`src/rtl/lcd_vt_pkg.sv`:
```
package lcd_vt_pkg;

   typedef enum logic [1:0] {
      PH_SYNC  = 2'd0,
      PH_LEAD  = 2'd1,
      PH_ACT   = 2'd2,
      PH_TRAIL = 2'd3
   } vt_phase_e;

   localparam int unsigned VT_NUM_PH = 4;

   // Lowest-numbered set bit of a region mask; an empty mask yields the
   // trailing region, which the sequencer uses for a degenerate field.
   function automatic logic [1:0] vt_first_set(input logic [VT_NUM_PH-1:0] m);
      logic [1:0] r;
      r = 2'd3;
      for (int i = VT_NUM_PH - 1; i >= 0; i--) begin
         if (m[i]) r = 2'(i);
      end
      return r;
   endfunction

endpackage

```
`src/rtl/lcd_vt_cfg_sel.sv`:
```
module lcd_vt_cfg_sel #(
   parameter int unsigned PW_W    = 6,
   parameter int unsigned ACT_W   = 11,
   parameter int unsigned LEAD_W  = 8,
   parameter int unsigned TRAIL_W = 9
) (
   input  logic               clk,
   input  logic               rst_n,
   input  logic               boundary,
   input  logic               running,
   input  logic               prog_mode,
   input  logic [PW_W-1:0]    odd_pw,
   input  logic [ACT_W-1:0]   odd_act,
   input  logic [LEAD_W-1:0]  odd_lead,
   input  logic [TRAIL_W-1:0] odd_trail,
   input  logic [PW_W-1:0]    even_pw,
   input  logic [ACT_W-1:0]   even_act,
   input  logic [LEAD_W-1:0]  even_lead,
   input  logic [TRAIL_W-1:0] even_trail,
   output logic               field_id,
   output logic [PW_W-1:0]    nxt_pw,
   output logic [ACT_W-1:0]   nxt_act,
   output logic [LEAD_W-1:0]  nxt_lead,
   output logic [TRAIL_W-1:0] nxt_trail,
   output logic [PW_W-1:0]    cur_pw,
   output logic [ACT_W-1:0]   cur_act,
   output logic [LEAD_W-1:0]  cur_lead,
   output logic [TRAIL_W-1:0] cur_trail
);

   logic nxt_field;

   // The first field after reset is always odd; afterwards the flag
   // alternates only in interlaced operation.
   assign nxt_field = (running && !prog_mode) ? ~field_id : 1'b0;

   always_comb begin
      if (nxt_field) begin
         nxt_pw    = even_pw;
         nxt_act   = even_act;
         nxt_lead  = even_lead;
         nxt_trail = even_trail;
      end else begin
         nxt_pw    = odd_pw;
         nxt_act   = odd_act;
         nxt_lead  = odd_lead;
         nxt_trail = odd_trail;
      end
   end

   always_ff @(posedge clk or negedge rst_n) begin
      if (!rst_n) begin
         field_id  <= 1'b0;
         cur_pw    <= '0;
         cur_act   <= '0;
         cur_lead  <= '0;
         cur_trail <= '0;
      end else if (boundary) begin
         field_id  <= nxt_field;
         cur_pw    <= nxt_pw;
         cur_act   <= nxt_act;
         cur_lead  <= nxt_lead;
         cur_trail <= nxt_trail;
      end
   end

endmodule

```
`src/rtl/lcd_vt_seq.sv`:
```
module lcd_vt_seq
   import lcd_vt_pkg::*;
#(
   parameter int unsigned PW_W    = 6,
   parameter int unsigned ACT_W   = 11,
   parameter int unsigned LEAD_W  = 8,
   parameter int unsigned TRAIL_W = 9
) (
   input  logic               clk,
   input  logic               rst_n,
   input  logic               line_stb,
   input  logic [PW_W-1:0]    cur_pw,
   input  logic [ACT_W-1:0]   cur_act,
   input  logic [LEAD_W-1:0]  cur_lead,
   input  logic [TRAIL_W-1:0] cur_trail,
   input  logic [PW_W-1:0]    nxt_pw,
   input  logic [ACT_W-1:0]   nxt_act,
   input  logic [LEAD_W-1:0]  nxt_lead,
   input  logic [TRAIL_W-1:0] nxt_trail,
   output logic               running,
   output vt_phase_e          phase,
   output logic               boundary,
   output logic               sync_enter,
   output logic               frame_start,
   output logic               act_start
);

   localparam int unsigned MAX_A = (PW_W > ACT_W) ? PW_W : ACT_W;
   localparam int unsigned MAX_B = (LEAD_W > TRAIL_W) ? LEAD_W : TRAIL_W;
   localparam int unsigned CNT_W = (MAX_A > MAX_B) ? MAX_A : MAX_B;

   logic [CNT_W-1:0]     cur_len [VT_NUM_PH];
   logic [CNT_W-1:0]     nxt_len [VT_NUM_PH];
   logic [VT_NUM_PH-1:0] cur_mask;
   logic [VT_NUM_PH-1:0] nxt_mask;
   logic [VT_NUM_PH-1:0] above;
   logic [VT_NUM_PH-1:0] later;
   logic [CNT_W-1:0]     cnt;
   logic [CNT_W-1:0]     len_now;
   logic                 at_end;
   logic                 last_line;
   logic                 step;
   vt_phase_e            first_ph;
   vt_phase_e            step_ph;

   assign cur_len[0] = CNT_W'(cur_pw);
   assign cur_len[1] = CNT_W'(cur_lead);
   assign cur_len[2] = CNT_W'(cur_act);
   assign cur_len[3] = CNT_W'(cur_trail);
   assign nxt_len[0] = CNT_W'(nxt_pw);
   assign nxt_len[1] = CNT_W'(nxt_lead);
   assign nxt_len[2] = CNT_W'(nxt_act);
   assign nxt_len[3] = CNT_W'(nxt_trail);

   for (genvar g = 0; g < VT_NUM_PH; g++) begin : g_mask
      assign cur_mask[g] = |cur_len[g];
      assign nxt_mask[g] = |nxt_len[g];
   end

   assign len_now = cur_len[phase];
   assign at_end  = (len_now == '0) || (cnt == (len_now - CNT_W'(1)));
   assign above   = 4'b1110 << phase;
   assign later   = cur_mask & above;

   assign last_line  = at_end && (later == '0);
   assign boundary   = line_stb && (!running || last_line);
   assign step       = line_stb && running && at_end && !last_line;
   assign first_ph   = vt_phase_e'(vt_first_set(nxt_mask));
   assign step_ph    = vt_phase_e'(vt_first_set(later));
   assign sync_enter = boundary && (first_ph == PH_SYNC);

   always_ff @(posedge clk or negedge rst_n) begin
      if (!rst_n) begin
         running     <= 1'b0;
         phase       <= PH_SYNC;
         cnt         <= '0;
         frame_start <= 1'b0;
         act_start   <= 1'b0;
      end else if (boundary) begin
         running     <= 1'b1;
         phase       <= first_ph;
         cnt         <= '0;
         frame_start <= 1'b1;
         act_start   <= (first_ph == PH_ACT);
      end else if (step) begin
         phase       <= step_ph;
         cnt         <= '0;
         frame_start <= 1'b0;
         act_start   <= (step_ph == PH_ACT);
      end else begin
         if (line_stb && running) cnt <= cnt + CNT_W'(1);
         frame_start <= 1'b0;
         act_start   <= 1'b0;
      end
   end

endmodule

```
`src/rtl/lcd_vt_sync_gate.sv`:
```
module lcd_vt_sync_gate #(
   parameter bit STN_DELAY_EN = 1'b1
) (
   input  logic clk,
   input  logic rst_n,
   input  logic sync_enter,
   input  logic delay_req,
   input  logic stn_mode,
   input  logic hsync,
   output logic gate
);

   if (STN_DELAY_EN) begin : g_delay
      logic hsync_q;
      logic gate_q;
      logic hs_fall;

      assign hs_fall = hsync_q && !hsync;

      always_ff @(posedge clk or negedge rst_n) begin
         if (!rst_n) begin
            hsync_q <= 1'b0;
            gate_q  <= 1'b0;
         end else begin
            hsync_q <= hsync;
            if (sync_enter)   gate_q <= !(stn_mode && delay_req);
            else if (hs_fall) gate_q <= 1'b1;
         end
      end

      assign gate = gate_q;
   end else begin : g_nodelay
      logic unused_gate_in;
      assign unused_gate_in = ^{clk, rst_n, sync_enter, delay_req, stn_mode, hsync};
      assign gate = 1'b1;
   end

endmodule

```
`src/rtl/lcd_vtiming_gen.sv`:
```
module lcd_vtiming_gen
   import lcd_vt_pkg::*;
#(
   parameter int unsigned PW_W         = 6,
   parameter int unsigned ACT_W        = 11,
   parameter int unsigned LEAD_W       = 8,
   parameter int unsigned TRAIL_W      = 9,
   parameter bit          STN_DELAY_EN = 1'b1
) (
   input  logic               clk,
   input  logic               rst_n,
   input  logic               line_stb,
   input  logic               hsync,
   input  logic               prog_mode,
   input  logic               stn_mode,
   input  logic [PW_W-1:0]    odd_pulse_w,
   input  logic [ACT_W-1:0]   odd_act_lines,
   input  logic [LEAD_W-1:0]  odd_lead_wait,
   input  logic [TRAIL_W-1:0] odd_trail_wait,
   input  logic [PW_W-1:0]    even_pulse_w,
   input  logic [ACT_W-1:0]   even_act_lines,
   input  logic [LEAD_W-1:0]  even_lead_wait,
   input  logic [TRAIL_W-1:0] even_trail_wait,
   output logic               vsync,
   output logic               vactive,
   output logic               field_id,
   output logic               frame_start,
   output logic               act_start
);

   if (PW_W < 1 || PW_W > 16) begin : g_bad_pw
      $error("lcd_vtiming_gen: PW_W out of range");
   end
   if (ACT_W < 1 || ACT_W > 16) begin : g_bad_act
      $error("lcd_vtiming_gen: ACT_W out of range");
   end
   if (LEAD_W < 1 || LEAD_W > 16) begin : g_bad_lead
      $error("lcd_vtiming_gen: LEAD_W out of range");
   end
   if (TRAIL_W < 1 || TRAIL_W > 16) begin : g_bad_trail
      $error("lcd_vtiming_gen: TRAIL_W out of range");
   end

   logic               running;
   logic               boundary;
   logic               sync_enter;
   logic               gate;
   vt_phase_e          phase;
   logic [PW_W-1:0]    nxt_pw,    cur_pw;
   logic [ACT_W-1:0]   nxt_act,   cur_act;
   logic [LEAD_W-1:0]  nxt_lead,  cur_lead;
   logic [TRAIL_W-1:0] nxt_trail, cur_trail;

   lcd_vt_cfg_sel #(
      .PW_W(PW_W), .ACT_W(ACT_W), .LEAD_W(LEAD_W), .TRAIL_W(TRAIL_W)
   ) i_cfg (
      .clk        (clk),
      .rst_n      (rst_n),
      .boundary   (boundary),
      .running    (running),
      .prog_mode  (prog_mode),
      .odd_pw     (odd_pulse_w),
      .odd_act    (odd_act_lines),
      .odd_lead   (odd_lead_wait),
      .odd_trail  (odd_trail_wait),
      .even_pw    (even_pulse_w),
      .even_act   (even_act_lines),
      .even_lead  (even_lead_wait),
      .even_trail (even_trail_wait),
      .field_id   (field_id),
      .nxt_pw     (nxt_pw),
      .nxt_act    (nxt_act),
      .nxt_lead   (nxt_lead),
      .nxt_trail  (nxt_trail),
      .cur_pw     (cur_pw),
      .cur_act    (cur_act),
      .cur_lead   (cur_lead),
      .cur_trail  (cur_trail)
   );

   lcd_vt_seq #(
      .PW_W(PW_W), .ACT_W(ACT_W), .LEAD_W(LEAD_W), .TRAIL_W(TRAIL_W)
   ) i_seq (
      .clk         (clk),
      .rst_n       (rst_n),
      .line_stb    (line_stb),
      .cur_pw      (cur_pw),
      .cur_act     (cur_act),
      .cur_lead    (cur_lead),
      .cur_trail   (cur_trail),
      .nxt_pw      (nxt_pw),
      .nxt_act     (nxt_act),
      .nxt_lead    (nxt_lead),
      .nxt_trail   (nxt_trail),
      .running     (running),
      .phase       (phase),
      .boundary    (boundary),
      .sync_enter  (sync_enter),
      .frame_start (frame_start),
      .act_start   (act_start)
   );

   lcd_vt_sync_gate #(
      .STN_DELAY_EN(STN_DELAY_EN)
   ) i_gate (
      .clk        (clk),
      .rst_n      (rst_n),
      .sync_enter (sync_enter),
      .delay_req  (nxt_trail[0]),
      .stn_mode   (stn_mode),
      .hsync      (hsync),
      .gate       (gate)
   );

   assign vsync   = running && (phase == PH_SYNC) && gate;
   assign vactive = running && (phase == PH_ACT);

endmodule

```
`config.mk`:
```
export PLATFORM = sky130hd
export DESIGN_NAME = lcd_vtiming_gen
export DESIGN_NICKNAME = d
export VERILOG_FILES = /design/src/rtl/lcd_vt_pkg.sv /design/src/rtl/lcd_vt_cfg_sel.sv /design/src/rtl/lcd_vt_seq.sv /design/src/rtl/lcd_vt_sync_gate.sv /design/src/rtl/lcd_vtiming_gen.sv
export SDC_FILE = /design/constraint.sdc
export NUM_CORES = 1
export LEC_CHECK = 0
export BUFFER_PORTS_ARGS = -buffer_cell sky130_fd_sc_hd__buf_2
export CAP_MARGIN = 20
export CELL_PAD_IN_SITES_DETAIL_PLACEMENT = 0
export CELL_PAD_IN_SITES_GLOBAL_PLACEMENT = 1
export CORE_MARGIN = 3
export CORE_UTILIZATION = 44
export DETAILED_ROUTE_END_ITERATION = 7
export PLACE_DENSITY = 0.86
export RECOVER_POWER = 50
export SYNTH_ARGS = -nofsm -noshare
export SYNTH_HDL_FRONTEND = slang
export SYNTH_SLANG_ARGS = --single-unit
```
`constraint.sdc`:
```
create_clock -name clk -period 5.41 [get_ports clk]
set_input_delay 1.082 -clock clk [delete_from_list [all_inputs] [get_ports clk]]
set_output_delay 1.082 -clock clk [all_outputs]
set_load 0.02 [all_outputs]
```
# Word-level counts from Yosys, hierarchy flattened
# Cells that the tools add are included.
dict set report classes {
  add_sub_neg 2
  n_lt_le_gt_ge 1
  n_eq_ne 4
  shift 1
  n_mux 24
  bitwise 3
  reduce_logical 33
}
# operator count
set op_table {}
lappend op_table {{11-bit two-way mux} 6}
lappend op_table {{11-bit binary-select mux with 2-bit select} 1}
lappend op_table {{11-bit OR reduction} 2}
lappend op_table {{8-bit OR reduction} 2}
lappend op_table {{1-bit logical AND} 12}
lappend op_table {{2-bit two-way mux} 6}
lappend op_table {{6-bit OR reduction} 2}
lappend op_table {{11-bit by 1-bit adder with 11-bit output (second input constant)} 1}
lappend op_table {{11-bit == test} 1}
lappend op_table {{11-bit logical NOT} 1}
lappend op_table {{11-bit by 1-bit subtractor with 11-bit output (second input constant)} 1}
lappend op_table {{9-bit two-way mux} 1}
lappend op_table {{9-bit OR reduction} 1}
lappend op_table {{1-bit two-way mux} 8}
lappend op_table {{8-bit two-way mux} 1}
lappend op_table {{2-bit == test (second input constant)} 3}
lappend op_table {{6-bit two-way mux} 1}
lappend op_table {{1-bit logical NOT} 5}
lappend op_table {{4-bit AND} 1}
lappend op_table {{2-bit logical NOT} 2}
lappend op_table {{4-bit logical NOT} 1}
lappend op_table {{2-bit nonzero test} 2}
lappend op_table {{4-bit by 2-bit left shift with 4-bit output (first input constant)} 1}
lappend op_table {{3-bit greater-or-equal comparator (second input constant)} 1}
lappend op_table {{4 further kinds} 5}
dict set report word_totals {
  register_bits 53
  in_bits 74
  output_inout_bits 5
  elab_cells 80
}

# Logic depth before layout (Yosys ltp)
dict set report depth {
  word_depth 12
  mapped_depth 16
  ltp_nobuf 13
}

# Cells and area by module
# Synthesis repeated with hierarchy kept, for this count alone.
dict set report unflattened {
  hier_cells 417
  area_unflattened_um2 3587.2
}
# mod n_inst cells_per_inst area_each_um2 seq_area_each_um2
set modules_own_cells {}
lappend modules_own_cells {lcd_vt_cfg_sel 1 223 1780.5 875.8}
lappend modules_own_cells {lcd_vt_seq 1 187 1707.9 400.4}
lappend modules_own_cells {lcd_vt_sync_gate 1 5 76.3 50.0}
lappend modules_own_cells {lcd_vtiming_gen 1 2 22.5 0.0}

# Worst setup path before layout
# No wires, ideal clock.
dict set report synth_timing {
  kind {register to register}
  from {reg i_seq.phase[0]}
  to {reg i_cfg.cur_trail[0]}
  setup_ns 0.125
  t_arrival_ns 3.103
  t_required_ns 5.285
  setup_slack_ns 2.182
  stages_incl_launch_ff 16
  n_path_buf 2
  synth_period_minus_slack_ns 3.228
  cell_sequence {dfrtp_1 > buf_6 > buf_2 > mux4_2 > inv_1 > ha_1 > inv_1 > nor2_2 > nand2_1 > xnor2_1 > nand3_1 > nor3_1 > a311o_2 > nand2_2 > inv_4 > mux2_4}
}
dict set report synth_between {
  elab_chain_len 10
  elab_cells_between_ends 14
  cone_classes {add/sub (1); eq/ne (1); shift (1); mux (3); bitwise (2); reduce/logical (6)}
}
# element line
set synth_rtl {}
lappend synth_rtl {{start: declaration} lcd_vt_seq.sv:21} ;# output vt_phase_e phase,
lappend synth_rtl {{start signal: assignment} lcd_vt_seq.sv:81} ;# phase <= first_ph;
lappend synth_rtl {{start signal: assignment} lcd_vt_seq.sv:86} ;# phase <= step_ph;
lappend synth_rtl {{2-bit inverter with 3-bit output (not written as such)} lcd_vt_seq.sv:60} ;# assign len_now = cur_len[phase];
lappend synth_rtl {{11-bit binary-select mux with 2-bit select} lcd_vt_seq.sv:60}
lappend synth_rtl {{11-bit two-way mux (not written as such) (2 in a row)} lcd_vt_seq.sv:60}
lappend synth_rtl {{11-bit by 1-bit subtractor with 11-bit output} lcd_vt_seq.sv:61} ;# assign at_end = (len_now == '0) || (cnt == (len_now - CNT_W'(1)));
lappend synth_rtl {{11-bit == test} lcd_vt_seq.sv:61}
lappend synth_rtl {{1-bit logical OR} lcd_vt_seq.sv:61}
lappend synth_rtl {{1-bit logical AND *} lcd_vt_seq.sv:65} ;# assign last_line = at_end && (later == '0);
lappend synth_rtl {{1-bit logical OR *} lcd_vt_seq.sv:66} ;# assign boundary = line_stb && (!running || last_line);
lappend synth_rtl {{1-bit logical AND *} lcd_vt_seq.sv:66}
lappend synth_rtl {{end signal: assignment} lcd_vt_cfg_sel.sv:63} ;# cur_trail <= nxt_trail;
lappend synth_rtl {{end: declaration} lcd_vt_cfg_sel.sv:28} ;# output logic [TRAIL_W-1:0] cur_trail
# Mark *: on every way between the ends. The rest lies on a longest branch, timed or not. The select of a mux whose other input is x is not followed.
# A chain may end at the register's enable or synchronous reset.

# Final worst setup path
dict set report layout_timing {
  from {reg i_seq.phase[0]}
  to {reg i_seq.cnt[0]}
}
dict set report layout_between {
  elab_chain_len 12
  elab_cells_between_ends 20
  cone_classes {add/sub (1); eq/ne (1); shift (1); mux (5); bitwise (2); reduce/logical (10)}
}
# element line
set layout_rtl {}
lappend layout_rtl {{2-bit inverter with 3-bit output (not written as such)} lcd_vt_seq.sv:60}
lappend layout_rtl {{11-bit binary-select mux with 2-bit select} lcd_vt_seq.sv:60}
lappend layout_rtl {{11-bit two-way mux (not written as such) (2 in a row)} lcd_vt_seq.sv:60}
lappend layout_rtl {{11-bit by 1-bit subtractor with 11-bit output} lcd_vt_seq.sv:61}
lappend layout_rtl {{11-bit == test} lcd_vt_seq.sv:61}
lappend layout_rtl {{1-bit logical OR} lcd_vt_seq.sv:61}
lappend layout_rtl {{1-bit logical AND} lcd_vt_seq.sv:65}
lappend layout_rtl {{1-bit logical NOT} lcd_vt_seq.sv:67} ;# assign step = line_stb && running && at_end && !last_line;
lappend layout_rtl {{1-bit logical AND} lcd_vt_seq.sv:67}
lappend layout_rtl {{11-bit two-way mux} lcd_vt_seq.sv:85} ;# end else if (step) begin
lappend layout_rtl {{11-bit two-way mux} lcd_vt_seq.sv:79} ;# end else if (boundary) begin
lappend layout_rtl {{end signal: assignment} lcd_vt_seq.sv:91} ;# if (line_stb && running) cnt <= cnt + CNT_W'(1);
lappend layout_rtl {{end: declaration} lcd_vt_seq.sv:38} ;# logic [CNT_W-1:0] cnt;
# Parallel ways exist; a longest one is shown, timed or not. The select of a mux whose other input is x is not followed.

==> flow_metrics.tcl <==
set metrics [dict create \
    drt_iter0_markers 154 \
    ys_warn_count 0 \
    ios 79 \
    hp-class "reg -> reg" \
    worst_slew_pin_slew_ps 2870 \
    grt_max_degree 54 \
    final_nets 502 \
    port_buffers 78 \
    rsz0062_at_grt "no" \
    cpPeakStageDelay_ps 740 \
    switching_share_pct 39.2 \
    postSynthCellCount 358 \
    synth_top_area_share_pct 38.7 \
    gr-total-overflow 0 \
    htreeDepth 2 \
    dp_hpwl_um 6640 \
    clock_power_share_pct 16.6 \
    required_ps 5620 \
    max_slew_margin_pct -91.0 \
    synth_seq_area_share_pct 38.7 \
    drive_above_1_share_pct 25.8 \
    routabilityCongestion 0.882 \
    antenna_found_initial 0 \
    power.internal_mw 0.812 \
    postRouteAntennaNets 0 \
    synthTopCellsByCount "a21oi_1, dfrtp_1, mux2i_1" \
    finalMaxSlewViolations 54 \
    clock_latency_ps 310 \
    fin_tns_setup_ps 0 \
    finalSetupViolations 0 \
    drv_cap 1 \
    postPlaceCellArea_mm2 0.00386 \
    r2r-start "i_seq.phase[0]" \
    syn_area_mm2 0.00343 \
    start_util_pct 46.3 \
    postCtsSetupBuffers 0 \
    cts_tree "built" \
    syn_to_final_growth_pct 14.8 \
    die_w_um 94.3 \
    design_area_mm2 0.00393 \
    ys_seq_elements 53 \
    cpMostUsedCell "inv_1" \
    critPathSlowestCell "dfrtp_1" \
    numCtsBuffers 5 \
    min-delay-start "i_cfg.cur_act[6]" \
    combPwrFrac_pct 40.8 \
    synthArstFlopShare_pct 100 \
    hold_viol_final 0 \
    yosysMostFrequentCell "a21oi_1" \
    hold_depth 2 \
    rrSetupSlack_ps 1400 \
    rows 31 \
    synth-edff-count 0 \
    crit_fanout 46 \
    r2r-end "i_seq.cnt[0]" \
    dieArea_mm2 0.00888 \
    path_clk_slew_ps 100 \
    cp_cell_sequence "mux4_2 > inv_1 > ha_1 > inv_1 > nor2_2 > nand2_1 > xnor2_1 > nand3_1 > nor3_1 > a311o_2 > buf_4 > nor2_1 > mux2_2" \
    skew_ps 11.5 \
    period_share_pct 74.1 \
    finalPower_mw 1.33 \
    clock_sinks 53 \
    max_freq_ghz 0.249 \
    syn-num-nets 434 \
    synth_ff_type "dfrtp_1" \
    drc 0 \
    hold_end "i_cfg.cur_act[6]" \
    dr_total_vias 3013 \
    wirelength_um 8740 \
    diodes 0 \
    ctsHoldBuffers 0 \
    violations "capacitance limit, slew limit" \
    end_kind "register" \
    crit_type "reg -> reg" \
    synth_area_per_cell_um2 9.57 \
    peakVddDrop_uv 130 \
    synth.area.top_cells "dfrtp_1, a21oi_1, mux2i_1" \
    yosysTopAreaCell "dfrtp_1" \
    leakagePower_nw 1.72 \
    power_switching_mw 0.523 \
    cp.arrival_ps 4220 \
    ys_types 54 \
    status "complete, but fails checks" \
    power_frac_seq_pct 42.6 \
    first_global_vias 2914 \
    via_per_inst 5.74 \
    rr_worst_depth 13 \
    detail_route.wl_per_cell_um 16.7 \
    die_h_um 94.3 \
    track_usage_pct 20.2 \
    grt_pass1_wl_um 14200 \
    dr.pass1.iters 4 \
    cts.path.max_buffers 2 \
    period_needed_ps 4010 \
    cp-start-kind "register" \
    power-per-cell-area_mw_per_mm2 339 \
    cts.repair.resized 0 \
    design.core.area_mm2 0.00741 \
    cts-root-buf "clkbuf_8" \
]
-- worst max path at each step --
| stage | depth (start not counted) | end | slack [ps] | from |
|---|---|---|---|---|
| floorplan | 15 | i_cfg.cur_trail[0] | 2180 | i_seq.phase[0] |
| global placement | 13 | i_seq.cnt[0] | 1550 | i_seq.phase[0] |
| detailed placement | 13 | i_seq.cnt[0] | 1430 | i_seq.phase[0] |
| CTS | 13 | i_seq.cnt[0] | 1410 | i_seq.phase[0] |
| global route | 13 | i_seq.cnt[0] | 1120 | i_seq.phase[0] |
| finish | 13 | i_seq.cnt[0] | 1400 | i_seq.phase[0] |
-- per-layer routing --
layer	wire length [um]	GRT usage, %
met3	362	2.96
met2	4390	34.4
met1	3960	27.5
met4	33	3.61
met5	0	0
-- cells by family after synthesis --
kind of cell | share of synthesized area, %
AOI/OAI and AO/OA | 18.2
and+or+nand+nor | 16.3
DFF | 38.7
muxes | 16.4
buffers and inverters | 4.82
xor gates and xnor gates | 4.86
adders and majority gates | 0.730
-- sequential cells by signal, summed over array words and instances, names as in the netlist --
register / count
i_cfg.cur_act: 11
i_cfg.cur_lead: 8
i_cfg.cur_pw: 6
i_cfg.cur_trail: 9
i_cfg.field_id: 1
i_gate.g_delay.hsync_q: 1
i_gate.gate: 1
i_seq.act_start: 1
i_seq.cnt: 11
i_seq.frame_start: 1
i_seq.phase: 2
i_seq.running: 1
-- stage by stage --
stage / util [%] / cells / setup WS, ps / hold WS, ps
2_1_floorplan: - / 358 / 2180 / 487
3_3_place_gp: 52.1 / 518 / 1550 / 528
3_5_place_dp: 52.1 / 518 / 1430 / 537
4_1_cts: 53.2 / 525 / 1410 / 560
5_1_grt: 53.1 / 525 / 1120 / 588
6_report: 53.1 / 525 / 1400 / 558
-- layout by cell type (no fill, tap or decap), drive strengths merged, types with 2 or more instances in the layout --
cell     netlist  final
a21oi         74     74
a22o           4      4
a31oi          5      5
and2           2      2
and3           3      3
buf           11     81
clkbuf        12      9
clkinv         1      2
dfrtp         53     53
ha             2      2
inv            6      6
mux2           7      7
mux2i         34     34
mux4           6      6
nand2         18     18
nand2b         4      4
nand3         15     15
nand4          3      3
nor2          12     12
nor2b          4      4
nor3          14     14
nor4          16     16
nor4b          2      2
o21ai          8      8
o2bb2ai        4      4
o31ai          3      3
or2            2      2
xnor2         15     15
xor2           4      4
-- power groups by stage --
stage / sequential, mW / combinational, mW / clock (mW)
after CTS: 0.567 / 0.547 / 0.226
after floorplan: 0.515 / 0.471 / 0
after global routing: 0.581 / 0.606 / 0.240
after detailed placement: 0.575 / 0.544 / 0
after global placement: 0.573 / 0.540 / 0
final: 0.568 / 0.544 / 0.222
-- layout make-up --
| class | count | area (um2) |
|---|---|---|
| clock buffer | 6 | 72.6 |
| clock inverter | 1 | 8.76 |
| fill | 714 | 3470 |
| inverter | 7 | 28.8 |
| multi-input combinational | 275 | 1940 |
| sequential | 53 | 1330 |
| tap | 99 | 124 |
| timing repair buffer | 84 | 429 |
-- worst max-delay path: cells and delay by family, from the launching register on --
kind                     cells  cell delay, ps
AO/OA/AOI/OAI                1             280
XOR/XNOR                     1             200
adder cells (fa/ha/maj)      1             180
buffers and inverters        3             570
flip-flops                   1             740
multiplexers                 2             930
AND/OR/NAND/NOR              5            1010
Note: power is estimated with default switching activity, not from simulation.
